===== src/rtl/lvlmon_pkg.sv =====
package lvlmon_pkg;
  localparam int unsigned BYTE_W     = 8;
  localparam int unsigned LEVEL_W    = 7;
  localparam int unsigned NUM_LISTS  = 2;
  localparam int unsigned LIST_SLOTS = 16;
  localparam int unsigned NUM_SLOTS  = NUM_LISTS * LIST_SLOTS;
  localparam int unsigned SLOT_W     = $clog2(NUM_SLOTS);

  // Absolute value of a two's-complement byte; -128 yields 128 (unsigned).
  function automatic logic [BYTE_W-1:0] byte_mag(input logic [BYTE_W-1:0] b);
    if (b[BYTE_W-1]) return (~b) + {{(BYTE_W-1){1'b0}}, 1'b1};
    else             return b;
  endfunction

  // Strictly-greater test of magnitude against a ceiling.
  function automatic logic over_level(input logic [BYTE_W-1:0] mag,
                                      input logic [LEVEL_W-1:0] lvl);
    return mag > {{(BYTE_W-LEVEL_W){1'b0}}, lvl};
  endfunction
endpackage


===== src/rtl/lvlmon_mag_cmp.sv =====
module lvlmon_mag_cmp
  import lvlmon_pkg::*;
(
  input  logic [BYTE_W-1:0]  byte_in,
  input  logic [LEVEL_W-1:0] level_in,
  output logic [BYTE_W-1:0]  mag_out,
  output logic               over_out
);
  always_comb begin
    mag_out  = byte_mag(byte_in);
    over_out = over_level(mag_out, level_in);
  end
endmodule


===== src/rtl/lvlmon_slot_decode.sv =====
module lvlmon_slot_decode #(
  parameter int unsigned SLOTS = 32,
  localparam int unsigned IDX_W = $clog2(SLOTS)
) (
  input  logic             fire,
  input  logic [IDX_W-1:0] idx,
  output logic [SLOTS-1:0] hit_vec
);
  for (genvar g = 0; g < SLOTS; g++) begin : g_dec
    assign hit_vec[g] = fire && (idx == IDX_W'(g));
  end
endmodule


===== src/rtl/lvlmon_flag_bank.sv =====
module lvlmon_flag_bank #(
  parameter int unsigned WIDTH = 16
) (
  input  logic             clk,
  input  logic             rst_n,
  input  logic             clr,
  input  logic [WIDTH-1:0] set_vec,
  output logic [WIDTH-1:0] flags
);
  logic [WIDTH-1:0] keep;

  // Sets win over the read clear so no violation is lost.
  always_comb keep = clr ? '0 : flags;

  always_ff @(posedge clk) begin
    if (!rst_n) flags <= '0;
    else        flags <= keep | set_vec;
  end
endmodule


===== src/rtl/lvl_report_monitor.sv =====
module lvl_report_monitor
  import lvlmon_pkg::*;
(
  input  logic                 clk,
  input  logic                 rst_n,
  input  logic                 smp_valid,
  input  logic [BYTE_W-1:0]    smp_byte,
  input  logic [SLOT_W-1:0]    smp_slot,
  input  logic [LEVEL_W-1:0]   max_level,
  input  logic                 rd_strobe,
  output logic [NUM_SLOTS-1:0] report
);
  logic [BYTE_W-1:0]    smp_mag;
  logic                 smp_over;
  logic                 viol_fire;
  logic [NUM_SLOTS-1:0] hit_vec;
  logic                 hit_any;

  lvlmon_mag_cmp u_cmp (
    .byte_in  (smp_byte),
    .level_in (max_level),
    .mag_out  (smp_mag),
    .over_out (smp_over)
  );

  assign viol_fire = smp_valid && smp_over;

  lvlmon_slot_decode #(.SLOTS(NUM_SLOTS)) u_dec (
    .fire    (viol_fire),
    .idx     (smp_slot),
    .hit_vec (hit_vec)
  );

  assign hit_any = |hit_vec;

  for (genvar l = 0; l < NUM_LISTS; l++) begin : g_list
    lvlmon_flag_bank #(.WIDTH(LIST_SLOTS)) u_bank (
      .clk     (clk),
      .rst_n   (rst_n),
      .clr     (rd_strobe),
      .set_vec (hit_vec[l*LIST_SLOTS +: LIST_SLOTS]),
      .flags   (report[l*LIST_SLOTS +: LIST_SLOTS])
    );
  end
endmodule


===== config.mk =====
export PLATFORM = sky130hd
export DESIGN_NAME = lvl_report_monitor
export DESIGN_NICKNAME = d
export VERILOG_FILES = /design/src/rtl/lvlmon_pkg.sv /design/src/rtl/lvlmon_mag_cmp.sv /design/src/rtl/lvlmon_slot_decode.sv /design/src/rtl/lvlmon_flag_bank.sv /design/src/rtl/lvl_report_monitor.sv
export SDC_FILE = /design/constraint.sdc
export NUM_CORES = 1
export LEC_CHECK = 0
export BUFFER_PORTS_ARGS = -buffer_cell sky130_fd_sc_hd__buf_2
export CORE_MARGIN = 2
export CORE_UTILIZATION = 34
export DETAILED_ROUTE_END_ITERATION = 10
export PLACE_DENSITY = 0.57
export SETUP_SLACK_MARGIN = 0.05
export SLEW_MARGIN = 20
export SYNTH_ARGS = -nofsm -noshare
export SYNTH_HDL_FRONTEND = slang
export SYNTH_HIERARCHICAL = 1
export SYNTH_SLANG_ARGS = --single-unit

===== constraint.sdc =====
create_clock -name clk -period 3.32 [get_ports clk]
set_clock_uncertainty 0.1 [all_clocks]
set_input_delay 0.498 -clock clk [delete_from_list [all_inputs] [get_ports clk]]
set_output_delay 0.498 -clock clk [all_outputs]
set_load 0.05 [all_outputs]

==> results.md, run 1 <==
- Status: completed
- Final setup violation count: 0
- Mapped Cells: 195
- Largest net degree at the start of global routing: 33
- Die area: 5600 sq um
- DRT antenna net count: 0
- Worst path cell trace: buf_2, or3_4, o31ai_2, xnor2_1, ha_1, nand3_1, nand3_1, o21ai_0, o21bai_1, and2_1, or4b_4, nor2_1, o21a_1
- Ys Warns: 6
- Worst IR Drop VDD: 0.000163 V
- Num rows: 25
- CTS H-tree lvls: 2
- Commonest non-fill, non-tap cell in the layout: buf_2
- Fraction of layout cells with a size suffix above 1: 0.273
- Slew margin rel.: 0.615
- Tmin final: 2.95 ns
- Root Buffer: clkbuf_8
- Slowest stage delay, CP: 0.52 ns
- Largest registers in the final layout: g_list.u_bank/flags x32
- Critical Path Sink Type: flip-flop
- Slew @ Worst Pin: 0.578 ns
- Max Root-Sink Buffers: 2
- Slew Limit Fails: 0
- Drt initial violations: 86
- Worst path most repeated cell: nand3_1
- Final core utilization: 0.440
- Critical path required time: 3.45 ns
- Die width: 74.9 microns
- Clk slew on worst S/H paths: 0.07 ns
- Endpoints failing hold: 0
- Clk network pwr share: 0.385
- Seq pwr share: 0.476
- Final antenna diode count: 0
- Setup CP Type: input pin to flip-flop
- Mapped Area: 1710 sq um
- CTS Hold Buffers Added: 0
- Syn_area_per_cell: 8.75 sq um
- Fmax: 338 MHz
- Sink Count: 32
- Vias in the first global route: 1345
- Post-route DRC violation count: 0
- Total global-route track usage: 0.145
- Worst-skew pair later-pin latency: 0.28 ns
- Area growth syn-to-layout: 23.5%
- Initial antenna violation count: 0
- Final Wtd Congestion: 0.736
- Fin crit share: 0.890
- Leakage Power: 0.997 nW
- DRT Pass-1 Iters: 4
- CTS tree: yes
- GRT overflow: 0
- I/O pin cnt: 56
- Fillcell total: 509
- Largest Register: g_list.u_bank/flags
- TritonCTS buffer count: 5
- WP data arrival: 3.09 ns
- Via Count: 1440
- RSZ-0062 raised after global routing: no
- Max FFs per register: 32
- Post-DR vias/cell: 4.56
- Peak fanout along the critical path: 8
- Worst Setup Start Kind: input pin
- Gate power share: 0.139
- Initial Utilization: 0.357
- Drt wl/cell: 12.0 microns
- Min-Delay Path Class: flip-flop to flip-flop
- First-pass GRT wire length: 6.22 mm
- Slowest cell on crit path: or4b_4
- Final WL: 3.79 mm
- DP HPWL: 2.71 mm
- Power per cell area: 385 nW/um^2
- Net Sw Power: 0.217 mW
- Synth Net Count: 227
- Die height: 74.9 microns
- Buffers on Ports: 55
- Setup TNS: 0 ns
- Core area: 4790 sq um
- Postcts setup bufs: 0
- Number of max-cap violations: 0
- Commonest non-fill, non-tap cells in the layout: buf_2, o21a_1, dfxtp_1, nor2_1, nor2b_1
- Power Total: 0.812 mW
- Pint: 0.595 mW
- Sw Ratio: 0.267
- Post_cts resized: 0
- Nets: 280
worst max-delay path, delay by kind of cell:
family | cells | cell delay (ns)
and+or+nand+nor | 6 | 1.51
buffers and inverters | 1 | 0.10
AOI/OAI and AO/OA | 4 | 0.57
xor gates and xnor gates | 1 | 0.10
adders and majority gates | 1 | 0.29
metal layers:
layer | vias up | track usage | share of wire
li1 | 761 | - | -
met1 | 638 | 0.187 | 0.48
met5 | - | 0 | 0
met2 | 35 | 0.234 | 0.45
met3 | 6 | 0.0335 | 0.054
met4 | 0 | 0.0595 | 0.013
cell type report:
cell class	instances	area [sq um]	share of cell area
clock buffers	6	82.6	0.0392
clock inverters	2	10.0	0.00475
inverters	9	33.8	0.0160
multi-input cells	145	981	0.466
flip-flops and latches	32	641	0.304
well taps	67	83.8	0.0398
repair buffers	55	275	0.131
per-stage QoR:
stage | instances | worst slack (ns) | area [sq um] | hold WS [ns]
after floorplan | 195 | 0.420 | 1710 | 0.616
after global placement | 308 | 0.165 | 2010 | 0.438
after detailed placement | 308 | 0.0869 | 2010 | 0.449
after CTS | 316 | 0.393 | 2110 | 0.466
after global routing | 316 | 0.150 | 2110 | 0.486
final | 316 | 0.366 | 2110 | 0.455
power by group through the flow:
| stage | Clock (mW) | Sequential [mW] | Combinational (mW) |
|---|---|---|---|
| global placement | 0 | 0.395 | 0.112 |
| finish | 0.312 | 0.387 | 0.113 |
| global route | 0.333 | 0.387 | 0.129 |
| CTS | 0.322 | 0.387 | 0.115 |
| detailed placement | 0 | 0.395 | 0.114 |
| floorplan | 0 | 0.402 | 0.0709 |
path summary, 6_finish.rpt:
check / start / endpoint / slack, ns / depth (start not counted)
max: smp_byte[1] / g_list[0].u_bank/flags[2] / 0.37 / 13
min: g_list[1].u_bank/flags[14] / g_list[1].u_bank/flags[14] / 0.46 / 2
max reg2reg: g_list[0].u_bank/flags[0] / g_list[0].u_bank/flags[0] / 2.48 / 2
min reg2reg: g_list[1].u_bank/flags[14] / g_list[1].u_bank/flags[14] / 0.46 / 2
(Power assumes the default switching activity.)
==> run 2: changes to the inputs <==
--- a/config.mk
+++ b/config.mk
@@ -6,6 +6,7 @@
 export NUM_CORES = 1
 export LEC_CHECK = 0
 export BUFFER_PORTS_ARGS = -buffer_cell sky130_fd_sc_hd__buf_2
+export CORE_ASPECT_RATIO = 1.75
 export CORE_MARGIN = 2
 export CORE_UTILIZATION = 34
 export DETAILED_ROUTE_END_ITERATION = 10
==> run 2 against run 1 <==
Net effect: sequential share of layout area increased by 0.18 points; flip-flop and latch count unchanged; fmax increased by 1.4%; non-clock buffer count unchanged; die area increased by 0.39%; design area decreased by 0.59%; clock-buffer cell count increased by 1; critical endpoint unchanged; largest cell class unchanged; via count increased by 1.9%; power increased by 0.20%; cell count decreased by 4.4%; first-iteration DRC count decreased by 60%.
==> results.md, run 2 (synthesis results as in run 1) <==
- Fraction of layout cells with a size suffix above 1: 0.270
- Worst path most repeated cell: nand3_1
- Slowest cell on crit path: or4b_4
- Peak fanout along the critical path: 8
- HP Start: g_list[0].u_bank/flags[0]
- Worst IR Drop VDD: 0.000243 V
- Post-place setup slack: 0.119 ns
- Largest registers in the final layout: g_list.u_bank/flags x32
- Die area: 5620 sq um
- Fin worst setup slack: 0.407 ns
- Fmax: 343 MHz
- Vias in the first global route: 1420
- DP HPWL: 2.83 mm
- Power per cell area: 389 nW/um^2
- Worst R2R Path Depth: 2
- WP data arrival: 3.03 ns
- Final Wtd Congestion: 0.688
- Core area: 4890 sq um
- Setup CP Type: input pin to flip-flop
- Final antenna diode count: 0
- Sink Count: 32
- Status: completed
- Tmin final: 2.91 ns
- Delay-heaviest family, CP: simple AND/OR/NAND/NOR gates
- RSZ-0062 raised after global routing: no
- Worst-skew pair later-pin latency: 0.27 ns
- CTS H-tree lvls: 2
- I/O pin cnt: 56
- Max FFs per register: 32
- Total global-route track usage: 0.145
- Num rows: 34
- Fin crit share: 0.877
- Buffers on Ports: 55
- R2R Setup Slk: 2.48 ns
- Final WL: 3.83 mm
- Worst Setup Start Kind: input pin
- Number of max-cap violations: 0
- Die height: 97.7 microns
- DRT antenna net count: 0
- Slowest stage delay, CP: 0.53 ns
- Endpoints failing hold: 0
- CTS tree: yes
- Buf/Inv on CP: 1
- Drt initial violations: 34
- CTS Hold Buffers Added: 0
- Leakage Power: 0.997 nW
- First-pass GRT wire length: 6.41 mm
- Min-Delay Path Class: flip-flop to flip-flop
- Initial Utilization: 0.349
- Slew margin rel.: 0.612
- Slew Limit Fails: 0
- Post_cts resized: 0
- Die width: 57.6 microns
- Setup TNS: 0 ns
- Clk slew on worst S/H paths: 0.07 ns
- Nets: 280
- Initial antenna violation count: 0
- Worst Hold End: g_list[0].u_bank/flags[0]
- Worst R2R End: g_list[1].u_bank/flags[4]
- Worst reg2reg startpoint: g_list[1].u_bank/flags[4]
- Drt wl/cell: 12.7 microns
- Hold Path Depth: 2
- Postcts setup bufs: 0
- Area growth syn-to-layout: 22.7%
- Via Count: 1467
- Commonest non-fill, non-tap cell in the layout: buf_2
- Slew @ Worst Pin: 0.582 ns
- DRT Pass-1 Iters: 4
- Largest net degree at the start of global routing: 33
- Commonest non-fill, non-tap cells in the layout: buf_2, o21a_1, dfxtp_1, nor2_1, nor2b_1
- Worst path cell trace: buf_2, or3_4, o31ai_2, xnor2_1, ha_1, nand3_1, nand3_1, o21ai_0, o21bai_1, and2_1, or4b_4, nor2_1, o21a_1
- Root Buffer: clkbuf_8
- Post-DR vias/cell: 4.86
- Critical Path Sink Type: flip-flop
- Final setup violation count: 0
- GRT overflow: 0
- TritonCTS buffer count: 5
- Post-route DRC violation count: 0
- Max Root-Sink Buffers: 2
- Critical path required time: 3.43 ns
- Largest Register: g_list.u_bank/flags
## run 2: area by class of cell
class	count	area, sq um
Timing Repair Buffer	55	275
Tap cell	54	67.6
Inverter	9	33.8
Multi-Input combinational cell	145	981
Fill cell	519	2800
Clock buffer	7	96.3
Sequential cell	32	641
## run 2: worst reg2reg max path, cell delays in order, from the launching register on
cell and delay [ns]:
dfxtp_1 0.31, nor2b_1 0.13, o21a_1 0.19
## run 2: worst max path at each step
stage / from / cells past startpoint / endpoint / slack (ns)
floorplan: smp_byte[1] / 12 / g_list[0].u_bank/flags[3] / 0.42
global placement: smp_byte[3] / 13 / g_list[0].u_bank/flags[1] / 0.17
detailed placement: smp_byte[3] / 13 / g_list[0].u_bank/flags[1] / 0.12
CTS: smp_byte[3] / 13 / g_list[0].u_bank/flags[1] / 0.41
global route: smp_byte[3] / 13 / g_list[0].u_bank/flags[3] / 0.17
finish: smp_byte[1] / 13 / g_list[0].u_bank/flags[2] / 0.41
## run 2: metal layers
metal	up-vias	global-route usage	part of all wire
met3	2	0.0373	0.056
li1	755	-	-
met4	0	0.0590	0.011
met5	-	0	0
met1	666	0.153	0.40
met2	44	0.262	0.53
## run 2: report_power, final
group | internal [mW] | switching (mW)
registers | 0.386 | 0.000823
clock network | 0.184 | 0.129
logic | 0.0442 | 0.0690
## run 2: through the flow
stage / hold WS [ns] / total power [mW] / cell area, sq um / util / cells
after CTS: 0.467 / 0.832 / 2090 / 0.428 / 302
after global routing: 0.497 / 0.858 / 2090 / 0.428 / 302
after global placement: 0.437 / 0.509 / 2000 / 0.408 / 295
final: 0.459 / 0.814 / 2090 / 0.428 / 302
after detailed placement: 0.450 / 0.510 / 2000 / 0.408 / 295
after floorplan: 0.616 / 0.473 / 1710 / - / 195
